[src/rtl/hwflow_pkg.sv]
package hwflow_pkg;

    localparam int FIFO_DEPTH_DEF  = 32;
    localparam int SYNC_STAGES_DEF = 2;

    typedef enum logic {
        PAIR_REQ_CLR = 1'b0,
        PAIR_TRM_SET = 1'b1
    } pair_sel_e;

    typedef enum logic {
        FLOW_RUN    = 1'b0,
        FLOW_PAUSED = 1'b1
    } flow_state_e;

    typedef struct packed {
        logic busy;
        logic stop_done;
    } tx_status_t;

    // Boundary test: may the transmit hold change state in this cycle?
    function automatic logic at_char_boundary(input tx_status_t st);
        return !st.busy || st.stop_done;
    endfunction

endpackage

[src/rtl/hwflow_sync.sv]
module hwflow_sync #(
    parameter int   STAGES  = 2,
    parameter logic RST_VAL = 1'b0
) (
    input  logic clk,
    input  logic rst,
    input  logic d_async,
    output logic q_sync
);
    logic [STAGES-1:0] chain_q;

    generate
        for (genvar i = 0; i < STAGES; i++) begin : g_stage
            if (i == 0) begin : g_first
                always_ff @(posedge clk) begin
                    if (rst) chain_q[i] <= RST_VAL;
                    else     chain_q[i] <= d_async;
                end
            end else begin : g_next
                always_ff @(posedge clk) begin
                    if (rst) chain_q[i] <= RST_VAL;
                    else     chain_q[i] <= chain_q[i-1];
                end
            end
        end
    endgenerate

    assign q_sync = chain_q[STAGES-1];
endmodule

[src/rtl/hwflow_rx_pace.sv]
module hwflow_rx_pace
    import hwflow_pkg::*;
#(
    parameter int LVL_W = 6
) (
    input  logic             clk,
    input  logic             rst,
    input  logic             auto_en,
    input  logic [LVL_W-1:0] fifo_lvl,
    input  logic [LVL_W-1:0] trig_lvl,
    input  logic [LVL_W-1:0] hyst,
    output flow_state_e      state
);
    logic [LVL_W-1:0] resume_lvl;

    // Resume level is clamped to 1 so an empty FIFO always restarts the far end.
    always_comb begin
        if (trig_lvl > hyst) resume_lvl = trig_lvl - hyst;
        else                 resume_lvl = LVL_W'(1);
    end

    always_ff @(posedge clk) begin
        if (rst || !auto_en)          state <= FLOW_RUN;
        else if (fifo_lvl > trig_lvl) state <= FLOW_PAUSED;
        else if (fifo_lvl < resume_lvl) state <= FLOW_RUN;
    end
endmodule

[src/rtl/hwflow_tx_gate.sv]
module hwflow_tx_gate
    import hwflow_pkg::*;
(
    input  logic       clk,
    input  logic       rst,
    input  logic       auto_en,
    input  logic       mon_high,
    input  tx_status_t tx_st,
    output logic       hold
);
    logic want_hold;

    assign want_hold = auto_en && mon_high;

    always_ff @(posedge clk) begin
        if (rst || !want_hold)           hold <= 1'b0;
        else if (at_char_boundary(tx_st)) hold <= 1'b1;
    end
endmodule

[src/rtl/hwflow_cos.sv]
module hwflow_cos
    import hwflow_pkg::*;
(
    input  logic      clk,
    input  logic      rst,
    input  pair_sel_e sel,
    input  logic      mon_a,
    input  logic      mon_b,
    input  logic      clr,
    output logic      edge_seen,
    output logic      flag
);
    logic prev_a, prev_b;

    always_ff @(posedge clk) begin
        if (rst) begin
            prev_a <= 1'b0;
            prev_b <= 1'b0;
        end else begin
            prev_a <= mon_a;
            prev_b <= mon_b;
        end
    end

    assign edge_seen = (sel == PAIR_TRM_SET) ? (mon_b ^ prev_b) : (mon_a ^ prev_a);

    always_ff @(posedge clk) begin
        if (rst)            flag <= 1'b0;
        else if (edge_seen) flag <= 1'b1;
        else if (clr)       flag <= 1'b0;
    end
endmodule

[src/rtl/hwflow_ctrl.sv]
module hwflow_ctrl
    import hwflow_pkg::*;
#(
    parameter int FIFO_DEPTH  = FIFO_DEPTH_DEF,
    parameter int SYNC_STAGES = SYNC_STAGES_DEF,
    localparam int LVL_W      = $clog2(FIFO_DEPTH + 1)
) (
    input  logic             clk,
    input  logic             rst,
    input  logic             cfg_pair_sel,
    input  logic             cfg_auto_rts_en,
    input  logic             cfg_auto_cts_en,
    input  logic [LVL_W-1:0] cfg_trig_lvl,
    input  logic [LVL_W-1:0] cfg_hyst,
    input  logic             sw_rts,
    input  logic             sw_dtr,
    input  logic [LVL_W-1:0] rx_fifo_lvl,
    input  logic             cts_n_in,
    input  logic             dsr_n_in,
    input  logic             tx_char_busy,
    input  logic             tx_stop_done,
    input  logic             msr_read,
    output logic             rts_n_out,
    output logic             dtr_n_out,
    output logic             tx_hold,
    output logic             cos_flag
);
    localparam int N_LANES = 2;

    pair_sel_e    sel;
    flow_state_e  pace_state;
    tx_status_t   tx_st;
    logic [N_LANES-1:0] pin_n;
    logic [N_LANES-1:0] mon_sync;
    logic         mon_sel;
    logic         cos_edge;
    logic         pace_auto;

    assign sel   = pair_sel_e'(cfg_pair_sel);
    assign pin_n = {dsr_n_in, cts_n_in};
    assign tx_st = '{busy: tx_char_busy, stop_done: tx_stop_done};

    generate
        for (genvar l = 0; l < N_LANES; l++) begin : g_lane
            hwflow_sync #(.STAGES(SYNC_STAGES), .RST_VAL(1'b0)) u_sync (
                .clk     (clk),
                .rst     (rst),
                .d_async (pin_n[l]),
                .q_sync  (mon_sync[l])
            );
        end
    endgenerate

    assign mon_sel = (sel == PAIR_TRM_SET) ? mon_sync[1] : mon_sync[0];

    hwflow_rx_pace #(.LVL_W(LVL_W)) u_pace (
        .clk      (clk),
        .rst      (rst),
        .auto_en  (cfg_auto_rts_en),
        .fifo_lvl (rx_fifo_lvl),
        .trig_lvl (cfg_trig_lvl),
        .hyst     (cfg_hyst),
        .state    (pace_state)
    );

    hwflow_tx_gate u_gate (
        .clk      (clk),
        .rst      (rst),
        .auto_en  (cfg_auto_cts_en),
        .mon_high (mon_sel),
        .tx_st    (tx_st),
        .hold     (tx_hold)
    );

    hwflow_cos u_cos (
        .clk       (clk),
        .rst       (rst),
        .sel       (sel),
        .mon_a     (mon_sync[0]),
        .mon_b     (mon_sync[1]),
        .clr       (msr_read),
        .edge_seen (cos_edge),
        .flag      (cos_flag)
    );

    assign pace_auto = cfg_auto_rts_en;

    always_comb begin
        rts_n_out = ~sw_rts;
        dtr_n_out = ~sw_dtr;
        if (pace_auto) begin
            if (sel == PAIR_TRM_SET) dtr_n_out = (pace_state == FLOW_PAUSED);
            else                     rts_n_out = (pace_state == FLOW_PAUSED);
        end
    end
endmodule

[config.mk]
export PLATFORM = sky130hd
export DESIGN_NAME = hwflow_ctrl
export DESIGN_NICKNAME = d
export VERILOG_FILES = /design/src/rtl/hwflow_pkg.sv /design/src/rtl/hwflow_sync.sv /design/src/rtl/hwflow_rx_pace.sv /design/src/rtl/hwflow_tx_gate.sv /design/src/rtl/hwflow_cos.sv /design/src/rtl/hwflow_ctrl.sv
export SDC_FILE = /design/constraint.sdc
export NUM_CORES = 1
export LEC_CHECK = 0
export CORE_MARGIN = 2
export CORE_UTILIZATION = 46
export CTS_BUF_LIST = sky130_fd_sc_hd__clkbuf_8 sky130_fd_sc_hd__clkbuf_16
export DETAILED_ROUTE_END_ITERATION = 8
export PLACE_DENSITY_LB_ADDON = 0.2
export SETUP_SLACK_MARGIN = 0.2
export SLEW_MARGIN = 20
export SYNTH_ARGS = -nofsm -noshare
export SYNTH_HDL_FRONTEND = slang
export SYNTH_SLANG_ARGS = --single-unit
[constraint.sdc]
create_clock -name clk -period 6.3 [get_ports clk]
set_input_delay 1.575 -clock clk [delete_from_list [all_inputs] [get_ports clk]]
set_output_delay 1.575 -clock clk [all_outputs]
set_load 0.005 [all_outputs]
==> flow_summary.rst <==
.. list-table::
   :header-rows: 1

   * - Metric
     - Value
   * - Post-synthesis cell area
     - a little under 900 um^2
   * - Gate count after technology mapping
     - approximately 110
   * - Result of the run
     - complete, no violations
   * - Weighted congestion at the end of routability-driven global placement
     - 0.800
   * - Utilization after layout
     - between 70% and 80%
   * - Drt wl/cell
     - ~11 um
   * - Routed WL
     - between 1500 and 2000 um
   * - Number of clock sinks
     - 9
   * - Clock root buffer
     - clkbuf_8
   * - Synthesized-area fraction occupied by and/or/nand/nor cells
     - roughly a fifth
   * - Fmax achieved
     - ~0.22 GHz
   * - Biggest fanout along the worst timing path
     - 3
   * - Worst setup path class
     - input pin to output port
   * - Buf+Inv Stages, Crit Path
     - 3
   * - Drt first pass iters
     - 4
   * - Final hold vios
     - 0
   * - Number of H-tree branching levels
     - 1
   * - Portion of the clock cycle consumed by the worst path in the final layout
     - 71.9%
   * - Warning count from the yosys run
     - 0
   * - Worst Clk Skew
     - 0.00272 ns
   * - Leak
     - approximately 0.58 nW
   * - Critical Path Sink Type
     - output port
   * - Count of inserted antenna diode cells
     - 0
   * - Cells traversed along the worst timing path
     - clkdlybuf4s50_1, inv_1, o21ai_0, o31a_1, clkdlybuf4s50_1
   * - Worst-Skew Late Latency
     - roughly 0.23 ns
   * - CP max stage cell
     - clkdlybuf4s50_1
   * - Hold path depth
     - 1
   * - Synth Area in Adders
     - about a quarter
   * - Largest family of logic cells by synthesized area
     - adder cells
   * - CTS clock-pin slew for the worst setup and hold paths
     - roughly 0.04 ns
   * - Largest cells by area after synthesis
     - ha_1, dfxtp_1, inv_1, nor2b_1, nand2_1
   * - Fraction of synthesized cell area in xor and xnor cells
     - between 4 and 5%
   * - Maximum vdd ir drop
     - 0.000144 V
   * - CTS Buffer Depth
     - 2
   * - Placeable core region
     - ~1700 um^2
   * - Critical path's most frequent cell
     - clkdlybuf4s50_1
   * - Synthesized netlist net count
     - 155
   * - Actual slew at the worst max-slew pin
     - roughly 0.46 ns
   * - Critical path origin
     - cfg_auto_rts_en
   * - Total Die Area
     - about 2300 um^2
   * - Worst R2R Start
     - g_lane[1].u_sync.q_sync
   * - Share of synthesized area occupied by flip-flops and latches
     - approximately a fifth
   * - Maximum capacitance violations
     - 0
   * - Detail Route Antenna Nets
     - 0
   * - Element type at the critical path start
     - input pin
   * - GR Overflow Total
     - 0
   * - Number of clock buffers inserted by TritonCTS
     - 3
   * - CTS Hold Buffers Added
     - 0
   * - Share of cell area taken by muxes after synthesis
     - under 10%
   * - Cts repair resizes
     - 0
   * - Power density over the cells
     - approximately 160 nW/um^2
   * - Average size of a mapped cell
     - around 8.1 um^2
   * - Overall track demand over capacity in global routing
     - between 15 and 20%
   * - Yosys reg bits
     - 9
   * - Number of antenna violations at the first check in global routing
     - 0
   * - Setup TNS
     - 0 ns
   * - Number of setup violations in the final report
     - 0
   * - Cell count along the critical path
     - 5
   * - Worst path max stage delay
     - around 0.50 ns
   * - Fraction of post-synthesis cell area in the top cell type by area
     - ~24%
   * - Width of the chip
     - between 40 and 50 um
   * - Signal arrival time at the worst endpoint
     - roughly 3.0 ns
   * - Effective utilization at floorplan
     - 49.9%
   * - Vias in the first global route
     - approximately 750
   * - Per-cell via count in the routed design
     - between 4 and 5
   * - Net total in the final layout
     - 193
   * - Remaining max-slew budget at the tightest pin
     - between 60% and 70%
   * - Fraction of final layout cells with drive strength greater than 1
     - roughly 4.2%
   * - Unrepaired setup endpoints after global routing
     - false
   * - Maximum number of pins on one net before global-route repair
     - 11
   * - Complex-gate fraction of the synthesized area
     - 21.0%
   * - Data required time of the critical path
     - around 4.7 ns
   * - Area leader, netlist
     - ha_1
   * - First-pass GRT wire length
     - 2860 um
   * - Clock tree from TritonCTS
     - done
   * - Number of input and output port buffers inserted
     - 33
   * - Total number of placement rows
     - 15
   * - Kind of path behind the tightest hold check
     - flip-flop to flip-flop
   * - Detailed Route Iter0 Violations
     - 20
   * - Worst hold start
     - g_lane[1].u_sync.chain_q[0]
   * - Post-detailed-placement half-perimeter wirelength
     - 1570 um
   * - Number of max-slew violations in the final report
     - 0
   * - Number of different library cells in the post-synthesis netlist
     - 30
   * - Top-level I/O count
     - 34
   * - Cell count of the worst reg-to-reg path
     - 2
   * - Number of remaining DRC errors
     - 0
   * - Layout overhead on the synthesized area
     - 46.7%
   * - Overall via count from detail_route
     - approximately 840
   * - Die boundary height
     - about 48 um
   * - Minimum clock period
     - 4.53 ns
   * - Kind of cell adding the most delay to the critical path
     - buffers and inverters
   * - Total setup buffers inserted after CTS
     - 0
state kept, by name (all words and copies together), names as in the netlist:
| name | count |
|---|---|
| g_lane.u_sync.chain_q | 2 |
| g_lane.u_sync.q_sync | 2 |
| u_cos.flag | 1 |
| u_cos.prev_a | 1 |
| u_cos.prev_b | 1 |
| u_gate.hold | 1 |
| u_pace.state | 1 |
cell usage after synthesis, drive strengths merged:
cell type / n
a2111oi: 2
a211oi: 1
a21o: 1
a21oi: 5
a221oi: 2
and4: 1
dfxtp: 9
fa: 1
ha: 17
inv: 16
mux2i: 1
nand2: 8
nand2b: 1
nand3: 2
nand3b: 2
nand4: 2
nor2: 7
nor2b: 8
nor3: 1
o211a: 1
o21a: 3
o21ai: 6
o21bai: 1
o22ai: 2
o31a: 2
or3: 1
xnor2: 2
xor2: 2
worst register-to-register path, stage by stage, from the launching register on:
cell and delay, ns:
dfxtp_1 0.35, mux2i_1 0.09, a2111oi_0 0.39
placed cells by master, fill, tap and decap left out, types with 2 or more instances in the layout:
cell,instances
clkdlybuf4s50_1,33
inv_1,17
ha_1,17
dfxtp_1,9
nand2_1,8
nor2b_1,8
nor2_1,7
o21ai_0,5
a21oi_1,5
o21a_1,3
clkbuf_8,3
nand3_1,2
xor2_1,2
o31a_1,2
xnor2_1,2
nand3b_1,2
nand4_1,2
o22ai_1,2
a2111oi_0,2
report_power, final:
group	internal (mW)	switching [mW]
clock network	0.0423	0.0213
registers	0.0597	0.00127
logic	0.0448	0.0346
total	0.147	0.0571
stage by stage:
step / instance area [um^2] / cells / worst slack [ns] / hold slack (ns) / power [mW]
2_1_floorplan: 871 / 107 / 2.59 / 0.414 / 0.107
3_3_place_gp: 1230 / 165 / 1.83 / 0.419 / 0.138
3_5_place_dp: 1230 / 165 / 1.78 / 0.424 / 0.141
4_1_cts: 1280 / 169 / 1.77 / 0.430 / 0.206
5_1_grt: 1280 / 169 / 1.68 / 0.449 / 0.218
6_report: 1280 / 169 / 1.77 / 0.429 / 0.204
path summary, 6_finish.rpt:
kind	end	slack, ns
hold reg to reg	g_lane[1].u_sync.q_sync	0.43
setup / recovery	rts_n_out	1.77
setup reg to reg	u_gate.hold	5.33
hold / removal	g_lane[1].u_sync.q_sync	0.43
cell type report:
cell class                      count  area, um^2
Clock buffer                        3        41.3
Fill cell                         139         468
Clock inverter                      1        3.75
Sequential cell                     9         180
Timing Repair Buffer               33         330
Tap cell                           25        31.3
Multi-Input combinational cell     82         631
Inverter                           16        60.1
logic make-up after synthesis:
logic type	Yosys count
adder cells (fa/ha/maj)	18
multiplexers	1
AND/OR/NAND/NOR	33
XOR/XNOR	4
flip-flops	9
buffers and inverters	16
AO/OA/AOI/OAI	26
layer usage:
layer	part of all wire (%)	up-vias	wire length [um]	global-route usage, %
met5	0	-	0	0
li1	-	451	-	-
met1	49	371	920	21.7
met4	0	0	0	3.33
met2	46	22	866	31.1
met3	5.4	0	103	4.91
Power figures use the tool's default switching activity.
